$ cat src/rtl/slot_assigner_pkg.sv
package slot_assigner_pkg;
  localparam int CHAN_W    = 4;
  localparam int STROBE_W  = 4;
  localparam int RUN_W     = 3;
  localparam int ENTRY_W   = 16;

  typedef struct packed {
    logic                 last;
    logic [2:0]           rsvd;
    logic [STROBE_W-1:0]  strobes;
    logic                 byteMode;
    logic [RUN_W-1:0]     lenM1;
    logic [CHAN_W-1:0]    dest;
  } route_entry_t;

  typedef struct packed {
    logic emit;       // route the current bit time
    logic blank;      // bit time with nothing to route
    logic useShadow;  // region selection for this read
    logic swapped;    // registered region selection
  } route_ctrl_t;
endpackage

$ cat src/rtl/slot_assigner_datapath.sv
module slot_assigner_datapath
  import slot_assigner_pkg::*;
#(
  parameter int NUM_BANKS  = 4,
  parameter int BANK_DEPTH = 64,
  localparam int BANK_W    = $clog2(NUM_BANKS),
  localparam int DEPTH_W   = $clog2(BANK_DEPTH),
  localparam int ADDR_W    = BANK_W + DEPTH_W,
  localparam int ENTRIES   = NUM_BANKS * BANK_DEPTH
)(
  input  logic                clk,
  input  logic                rstN,
  input  logic                enable,
  input  logic [BANK_W-1:0]   startBank,
  input  logic                shadowEn,
  input  logic [BANK_W-1:0]   shadowBank,
  input  logic                wrEn,
  input  logic [ADDR_W-1:0]   wrAddr,
  input  logic [ENTRY_W-1:0]  wrData,
  input  route_ctrl_t         ctrl,
  input  logic [ADDR_W-1:0]   rdPtr,
  output logic                entLast,
  output logic                entByte,
  output logic [RUN_W-1:0]    entLenM1,
  output logic [ADDR_W:0]     limit,
  output logic                shadowOk,
  output logic [CHAN_W-1:0]   chanSel,
  output logic                chanValid,
  output logic [STROBE_W-1:0] strobeOut,
  output logic                wrErr
);
  logic [ENTRY_W-1:0] mem [ENTRIES];
  logic [BANK_W:0]    sizeBanks;
  logic [BANK_W:0]    gapBanks;
  logic [BANK_W:0]    tailBanks;
  logic [BANK_W-1:0]  readBank;
  logic [BANK_W-1:0]  heldBank;
  logic [ADDR_W:0]    heldBase;
  logic [ADDR_W-1:0]  rdAddr;
  logic               inActive;
  logic               wrAccept;
  route_entry_t       rdEntry;

  assign shadowOk  = shadowEn && (shadowBank > startBank);
  assign gapBanks  = {1'b0, shadowBank} - {1'b0, startBank};
  assign tailBanks = (BANK_W+1)'(NUM_BANKS) - {1'b0, shadowBank};
  assign sizeBanks = !shadowOk ? (BANK_W+1)'(NUM_BANKS) - {1'b0, startBank}
                   : (gapBanks < tailBanks) ? gapBanks : tailBanks;
  assign limit     = {sizeBanks, {DEPTH_W{1'b0}}};

  assign readBank  = (shadowOk && ctrl.useShadow) ? shadowBank : startBank;
  assign rdAddr    = {readBank, {DEPTH_W{1'b0}}} + rdPtr;
  assign rdEntry   = route_entry_t'(mem[rdAddr]);
  assign entLast   = rdEntry.last;
  assign entByte   = rdEntry.byteMode;
  assign entLenM1  = rdEntry.lenM1;

  assign heldBank  = (shadowOk && ctrl.swapped) ? shadowBank : startBank;
  assign heldBase  = {1'b0, heldBank, {DEPTH_W{1'b0}}};
  assign inActive  = ({1'b0, wrAddr} >= heldBase) && ({1'b0, wrAddr} < heldBase + limit);
  assign wrAccept  = wrEn && !(enable && inActive);

  always_ff @(posedge clk) begin
    if (wrAccept) mem[wrAddr] <= wrData;
  end

  always_ff @(posedge clk) begin
    if (!rstN) begin
      chanSel   <= '0;
      chanValid <= 1'b0;
      strobeOut <= '0;
      wrErr     <= 1'b0;
    end else begin
      if (wrEn && enable && inActive) wrErr <= 1'b1;
      if (!enable) begin
        chanValid <= 1'b0;
        strobeOut <= '0;
      end else if (ctrl.emit) begin
        chanSel   <= rdEntry.dest;
        strobeOut <= rdEntry.strobes;
        chanValid <= 1'b1;
      end else begin
        chanValid <= 1'b0;
        if (ctrl.blank) strobeOut <= '0;
      end
    end
  end
endmodule

$ cat src/rtl/slot_assigner_control.sv
module slot_assigner_control
  import slot_assigner_pkg::*;
#(
  parameter int ADDR_W = 8
)(
  input  logic              clk,
  input  logic              rstN,
  input  logic              enable,
  input  logic              bitTick,
  input  logic              frameSync,
  input  logic              chgReq,
  input  logic              shadowOk,
  input  logic              entLast,
  input  logic              entByte,
  input  logic [RUN_W-1:0]  entLenM1,
  input  logic [ADDR_W:0]   limit,
  output route_ctrl_t       ctrl,
  output logic [ADDR_W-1:0] rdPtr,
  output logic              chgPending,
  output logic              syncOvr
);
  logic              running;
  logic              swapped;
  logic [ADDR_W-1:0] ptr;
  logic [2:0]        bitCnt;
  logic [RUN_W-1:0]  unitCnt;
  logic              tickSync;
  logic              swapNow;
  logic              emit;
  logic [2:0]        curBit;
  logic [RUN_W-1:0]  curUnit;
  logic              unitDone;
  logic              entryDone;
  logic              endWalk;

  assign tickSync = enable && bitTick && frameSync;
  assign swapNow  = tickSync && chgPending && shadowOk;
  assign emit     = tickSync || (enable && bitTick && running);
  assign rdPtr    = tickSync ? '0 : ptr;
  assign curBit   = tickSync ? '0 : bitCnt;
  assign curUnit  = tickSync ? '0 : unitCnt;

  assign unitDone  = !entByte || (curBit == 3'd7);
  assign entryDone = unitDone && (curUnit == entLenM1);
  assign endWalk   = entryDone && (entLast || ({1'b0, rdPtr} == limit - 1'b1));

  assign ctrl.emit      = emit;
  assign ctrl.blank     = enable && bitTick && !emit;
  assign ctrl.useShadow = swapped ^ swapNow;
  assign ctrl.swapped   = swapped;

  always_ff @(posedge clk) begin
    if (!rstN) begin
      running    <= 1'b0;
      swapped    <= 1'b0;
      ptr        <= '0;
      bitCnt     <= '0;
      unitCnt    <= '0;
      chgPending <= 1'b0;
      syncOvr    <= 1'b0;
    end else begin
      if (swapNow) begin
        swapped    <= !swapped;
        chgPending <= 1'b0;
      end else if (chgReq) begin
        chgPending <= 1'b1;
      end
      if (tickSync && running) syncOvr <= 1'b1;
      if (!enable) begin
        running <= 1'b0;
      end else if (emit) begin
        if (entryDone) begin
          bitCnt  <= '0;
          unitCnt <= '0;
          ptr     <= rdPtr + 1'b1;
          running <= !endWalk;
        end else if (unitDone) begin
          bitCnt  <= '0;
          unitCnt <= curUnit + 1'b1;
          ptr     <= rdPtr;
          running <= 1'b1;
        end else begin
          bitCnt  <= curBit + 1'b1;
          unitCnt <= curUnit;
          ptr     <= rdPtr;
          running <= 1'b1;
        end
      end
    end
  end
endmodule

$ cat src/rtl/slot_assigner.sv
module slot_assigner
  import slot_assigner_pkg::*;
#(
  parameter int NUM_BANKS  = 4,
  parameter int BANK_DEPTH = 64,
  localparam int BANK_W    = $clog2(NUM_BANKS),
  localparam int ADDR_W    = BANK_W + $clog2(BANK_DEPTH)
)(
  input  logic                clk,
  input  logic                rstN,
  input  logic                enable,
  input  logic [BANK_W-1:0]   startBank,
  input  logic                shadowEn,
  input  logic [BANK_W-1:0]   shadowBank,
  input  logic                bitTick,
  input  logic                frameSync,
  input  logic                chgReq,
  input  logic                wrEn,
  input  logic [ADDR_W-1:0]   wrAddr,
  input  logic [ENTRY_W-1:0]  wrData,
  output logic [CHAN_W-1:0]   chanSel,
  output logic                chanValid,
  output logic [STROBE_W-1:0] strobeOut,
  output logic                chgPending,
  output logic                wrErr,
  output logic                syncOvr
);
  route_ctrl_t        ctrl;
  logic [ADDR_W-1:0]  rdPtr;
  logic               entLast;
  logic               entByte;
  logic [RUN_W-1:0]   entLenM1;
  logic [ADDR_W:0]    limit;
  logic               shadowOk;

  slot_assigner_control #(.ADDR_W(ADDR_W)) u_ctrl (
    .clk(clk), .rstN(rstN), .enable(enable), .bitTick(bitTick),
    .frameSync(frameSync), .chgReq(chgReq), .shadowOk(shadowOk),
    .entLast(entLast), .entByte(entByte), .entLenM1(entLenM1),
    .limit(limit), .ctrl(ctrl), .rdPtr(rdPtr),
    .chgPending(chgPending), .syncOvr(syncOvr)
  );

  slot_assigner_datapath #(.NUM_BANKS(NUM_BANKS), .BANK_DEPTH(BANK_DEPTH)) u_dp (
    .clk(clk), .rstN(rstN), .enable(enable), .startBank(startBank),
    .shadowEn(shadowEn), .shadowBank(shadowBank), .wrEn(wrEn),
    .wrAddr(wrAddr), .wrData(wrData), .ctrl(ctrl), .rdPtr(rdPtr),
    .entLast(entLast), .entByte(entByte), .entLenM1(entLenM1),
    .limit(limit), .shadowOk(shadowOk), .chanSel(chanSel),
    .chanValid(chanValid), .strobeOut(strobeOut), .wrErr(wrErr)
  );
endmodule

$ cat config.mk
export PLATFORM = sky130hd
export DESIGN_NAME = slot_assigner
export DESIGN_NICKNAME = d
export VERILOG_FILES = /design/src/rtl/slot_assigner_pkg.sv /design/src/rtl/slot_assigner_datapath.sv /design/src/rtl/slot_assigner_control.sv /design/src/rtl/slot_assigner.sv
export SDC_FILE = /design/constraint.sdc
export NUM_CORES = 2
export LEC_CHECK = 0
export ABC_AREA = 1
export BUFFER_PORTS_ARGS = -buffer_cell sky130_fd_sc_hd__buf_2
export CAP_MARGIN = 20
export CORE_AREA = 2 2 677 679
export CTS_BUF_LIST = sky130_fd_sc_hd__clkbuf_4
export CTS_CLUSTER_DIAMETER = 200
export DETAILED_ROUTE_END_ITERATION = 12
export DIE_AREA = 0 0 679 681
export MAX_ROUTING_LAYER = met4
export PLACE_DENSITY = 0.51
export RECOVER_POWER = 100
export SLEW_MARGIN = 10
export SYNTH_ARGS = -nofsm -noshare
export SYNTH_HDL_FRONTEND = slang
export SYNTH_SLANG_ARGS = --single-unit
$ cat constraint.sdc
create_clock -name clk -period 6.6 [get_ports clk]
set_clock_uncertainty 0.2 [all_clocks]
set_input_delay 1.98 -clock clk [delete_from_list [all_inputs] [get_ports clk]]
set_output_delay 1.98 -clock clk [all_outputs]
set_load 0.005 [all_outputs]
==> metrics <==
status=complete, but fails checks; violated checks=max-capacitance violations, max-slew violations; PwrDens=between 200 and 300 nW/um^2; Critical R2R Capture=u_ctrl.ptr[2]$_SDFFE_PN0P_; Pleak=54.6 nW; num ports=48; CTS tree=built; final setup vio count=0; Yosys cell types=41; FP Rows=~250; clock root cell=clkbuf_4; Post-CTS Setup Repair Bufs=0; grt total ovfl=0; Final Cycle Share=between 90% and 100%; Min-Delay Path Depth=2; layout cells sized above 1=between 10% and 20%; vias in the first global route=93,585; buffering stage count on the worst path with inverters included=2; Tot GR Track Use=just over 20%; post-layout minimum cycle time=6.31 ns; final antenna-violating net count=0; mean routed wirelength per cell=around 26 um; CTS Buf Count=between 800 and 900; Internal Power=between 30 and 40 mW; clock share of power=between 40% and 50%; IO buf count=44; via count=approximately 95,000; initial antenna violation count=29; Top delay family on crit path=buffers and inverters; Final Hold Fails=0; DIE AREA=roughly 460,000 um^2; Total Power=43.3 mW; Skew-Pair Late Insertion Delay=around 1.7 ns; post-synth top area share=around three quarters; Synth area leaders=edfxtp_1, nand3_1, nand2_1; Max clock buf depth=4; VDD IR max=roughly 0.00017 V; total wire length=476,000 um; Sequential Area=between 100,000 and 150,000 um^2; post-CTS sizing=0; first-pass GRT wire length=between 600,000 and 700,000 um; Num Clock Sinks=3,356; r2r setup slk=1.65 ns; Area growth syn-to-layout=16.0%; Worst EP required=between 7 and 8 ns; cts hold-fix bufs=0; critical path class=input pin to flip-flop; core area=roughly 450,000 um^2; Largest stage delay, worst path=3.03 ns; synthesized area=136,000 um^2; largest net degree at the start of global routing=120; Placer Congestion=0.893; Syn Nets=approximately 11,000; most frequent cells in the layout=edfxtp_1, nand3_1, nand2_1, clkbuf_4, nor2_1; logic gate share of total power=about 3.7%; Sw Share=between 20 and 25%; Worst-Margin Slew=around 5.9 ns; Reg power frac=54.3%; WP data arrival=7.16 ns; clock slew at reported path FFs=about 0.070 ns; Crit Path Max Fanout=65; Hold EP=u_ctrl.bitCnt[2]$_SDFFE_PN0P_; Max Slew Vio Count=1,628; die width=between 600 and 700 um; Starting Density=between 20 and 30%; Switch Pwr=10.0 mW; commonest non-fill, non-tap cell in the layout=edfxtp_1; Post-Syn Instances=about 11,000; Yosys reg bits=about 3,400; cell accounting for the most synthesized area=edfxtp_1; Reg2Reg Depth=21; crit path from=wrData[2]; Finished Core Util=about a third; Die Ht=~680 um; Residual DRC=0; filler instances=about 45,000; FMAX=~160 MHz; Hold Path Class=flip-flop to flip-flop; cell chain of the critical path=clkbuf_1 > clkbuf_2; sequential area share after synthesis=between 70% and 80%; critical path endpoint category=flip-flop; fin nets=about 12,000; footprint of the multi-input gates=about 31,000 um^2; max cap viols=28; DRT iter0 DRCs=~12,000; RSZ-0062 raised after global routing=no; CTS H-Tree Depth=6; worst hold start=u_ctrl.bitCnt[2]$_SDFFE_PN0P_; CP max-delay cell=clkbuf_1; dpl cells=17,020; YS warnings=0; worst reg2reg startpoint=u_ctrl.ptr[0]$_SDFFE_PN0P_; drt pass-1 iters=8; Mean Syn Cell Area=~12 um^2; Vias/cell=between 5 and 6; startpoint types=input pin; post-DP HPWL=approximately 280,000 um; Final Non-Filler Cells=18,543; Slew HR=-294%
-- cell families after synthesis --
logic type	share of synthesized area, %
AOI/OAI and AO/OA	5.50
adders and majority gates	0.195
xor gates and xnor gates	0.0578
buffers and inverters	3.38
DFF	73.7
muxes	0.00735
and+or+nand+nor	17.1
-- layout make-up --
class / count / area share (%)
Inverter: 240 / 0.597
Clock inverter: 198 / 0.840
Multi-Input combinational cell: 6598 / 19.8
Tap cell: 6000 / 4.75
Clock buffer: 1300 / 6.17
Sequential cell: 3356 / 63.6
Timing Repair Buffer: 826 / 4.26
Antenna cell: 25 / 0.0396
-- sequential cells by signal, indices dropped and copies added, names as in the netlist --
register	flops
u_ctrl.bitCnt	3
u_ctrl.chgPending	1
u_ctrl.ptr	8
u_ctrl.running	1
u_ctrl.swapped	1
u_ctrl.syncOvr	1
u_ctrl.unitCnt	3
u_dp.chanSel	4
u_dp.chanValid	1
u_dp.mem	3328
u_dp.strobeOut	4
u_dp.wrErr	1
-- synth_stat cells (all sizes together) --
library cell / n
nor2: 878
o221a: 9
o221ai: 136
a21oi: 70
fa: 2
o21ai: 605
o22ai: 130
xor2: 5
nand4: 12
dfxtp: 28
xnor2: 4
o211a: 1
clkbuf: 271
or2: 26
buf: 530
a22o: 40
nor4: 1
o21bai: 2
nand3: 2292
nand2: 2085
clkinv: 2
nand3b: 40
a211oi: 4
nor3: 22
nor4b: 1
ha: 18
inv: 238
o211ai: 214
edfxtp: 3328
mux2i: 1
-- metrics by stage --
step	setup slack, ns	instance area [um^2]	hold slack [ns]	TNS [ns]
floorplan	-0.347	136000	0.245	-608.88
finish	0.286	158000	0.265	0
CTS	1.01	159000	0.160	0
detailed placement	-0.753	148000	0.254	-2111.73
global route	0.302	158000	0.231	0
global placement	-0.913	148000	0.252	-2738.19
-- metal layers --
layer / up-vias / wire, um / GRT usage (%) / part of all wire, %
met3: 806 / 40600 / 3.98 / 8.5
met1: 47505 / 198000 / 26.7 / 42
met2: 4622 / 221000 / 31.9 / 46
met4: 0 / 16400 / 7.11 / 3.4
li1: 42486 / - / - / -
met5: - / 0 / - / 0
-- worst max path at each step --
stage	endpoint	slack, ns	cells after the start
3_3_place_gp	u_dp.mem[176][8]$_DFFE_PP_	-0.91	30
5_1_grt	u_dp.mem[36][11]$_DFFE_PP_	0.30	30
3_5_place_dp	u_dp.mem[253][8]$_DFFE_PP_	-0.75	30
2_1_floorplan	u_dp.mem[103][0]$_DFFE_PP_	-0.35	27
6_report	u_dp.mem[210][2]$_DFFE_PP_	0.29	2
4_1_cts	u_dp.mem[242][3]$_DFFE_PP_	1.01	30
-- power groups by stage --
stage                     Clock [mW]  Sequential (mW)  Combinational [mW]
after CTS                       18.6             23.5                1.63
after detailed placement           0             23.9                1.63
after floorplan                    0             23.9               0.510
after global placement             0             23.9                1.63
final                           18.2             23.5                1.60
after global routing            19.6             23.5                1.67
Note: power is estimated with default switching activity, not from simulation.
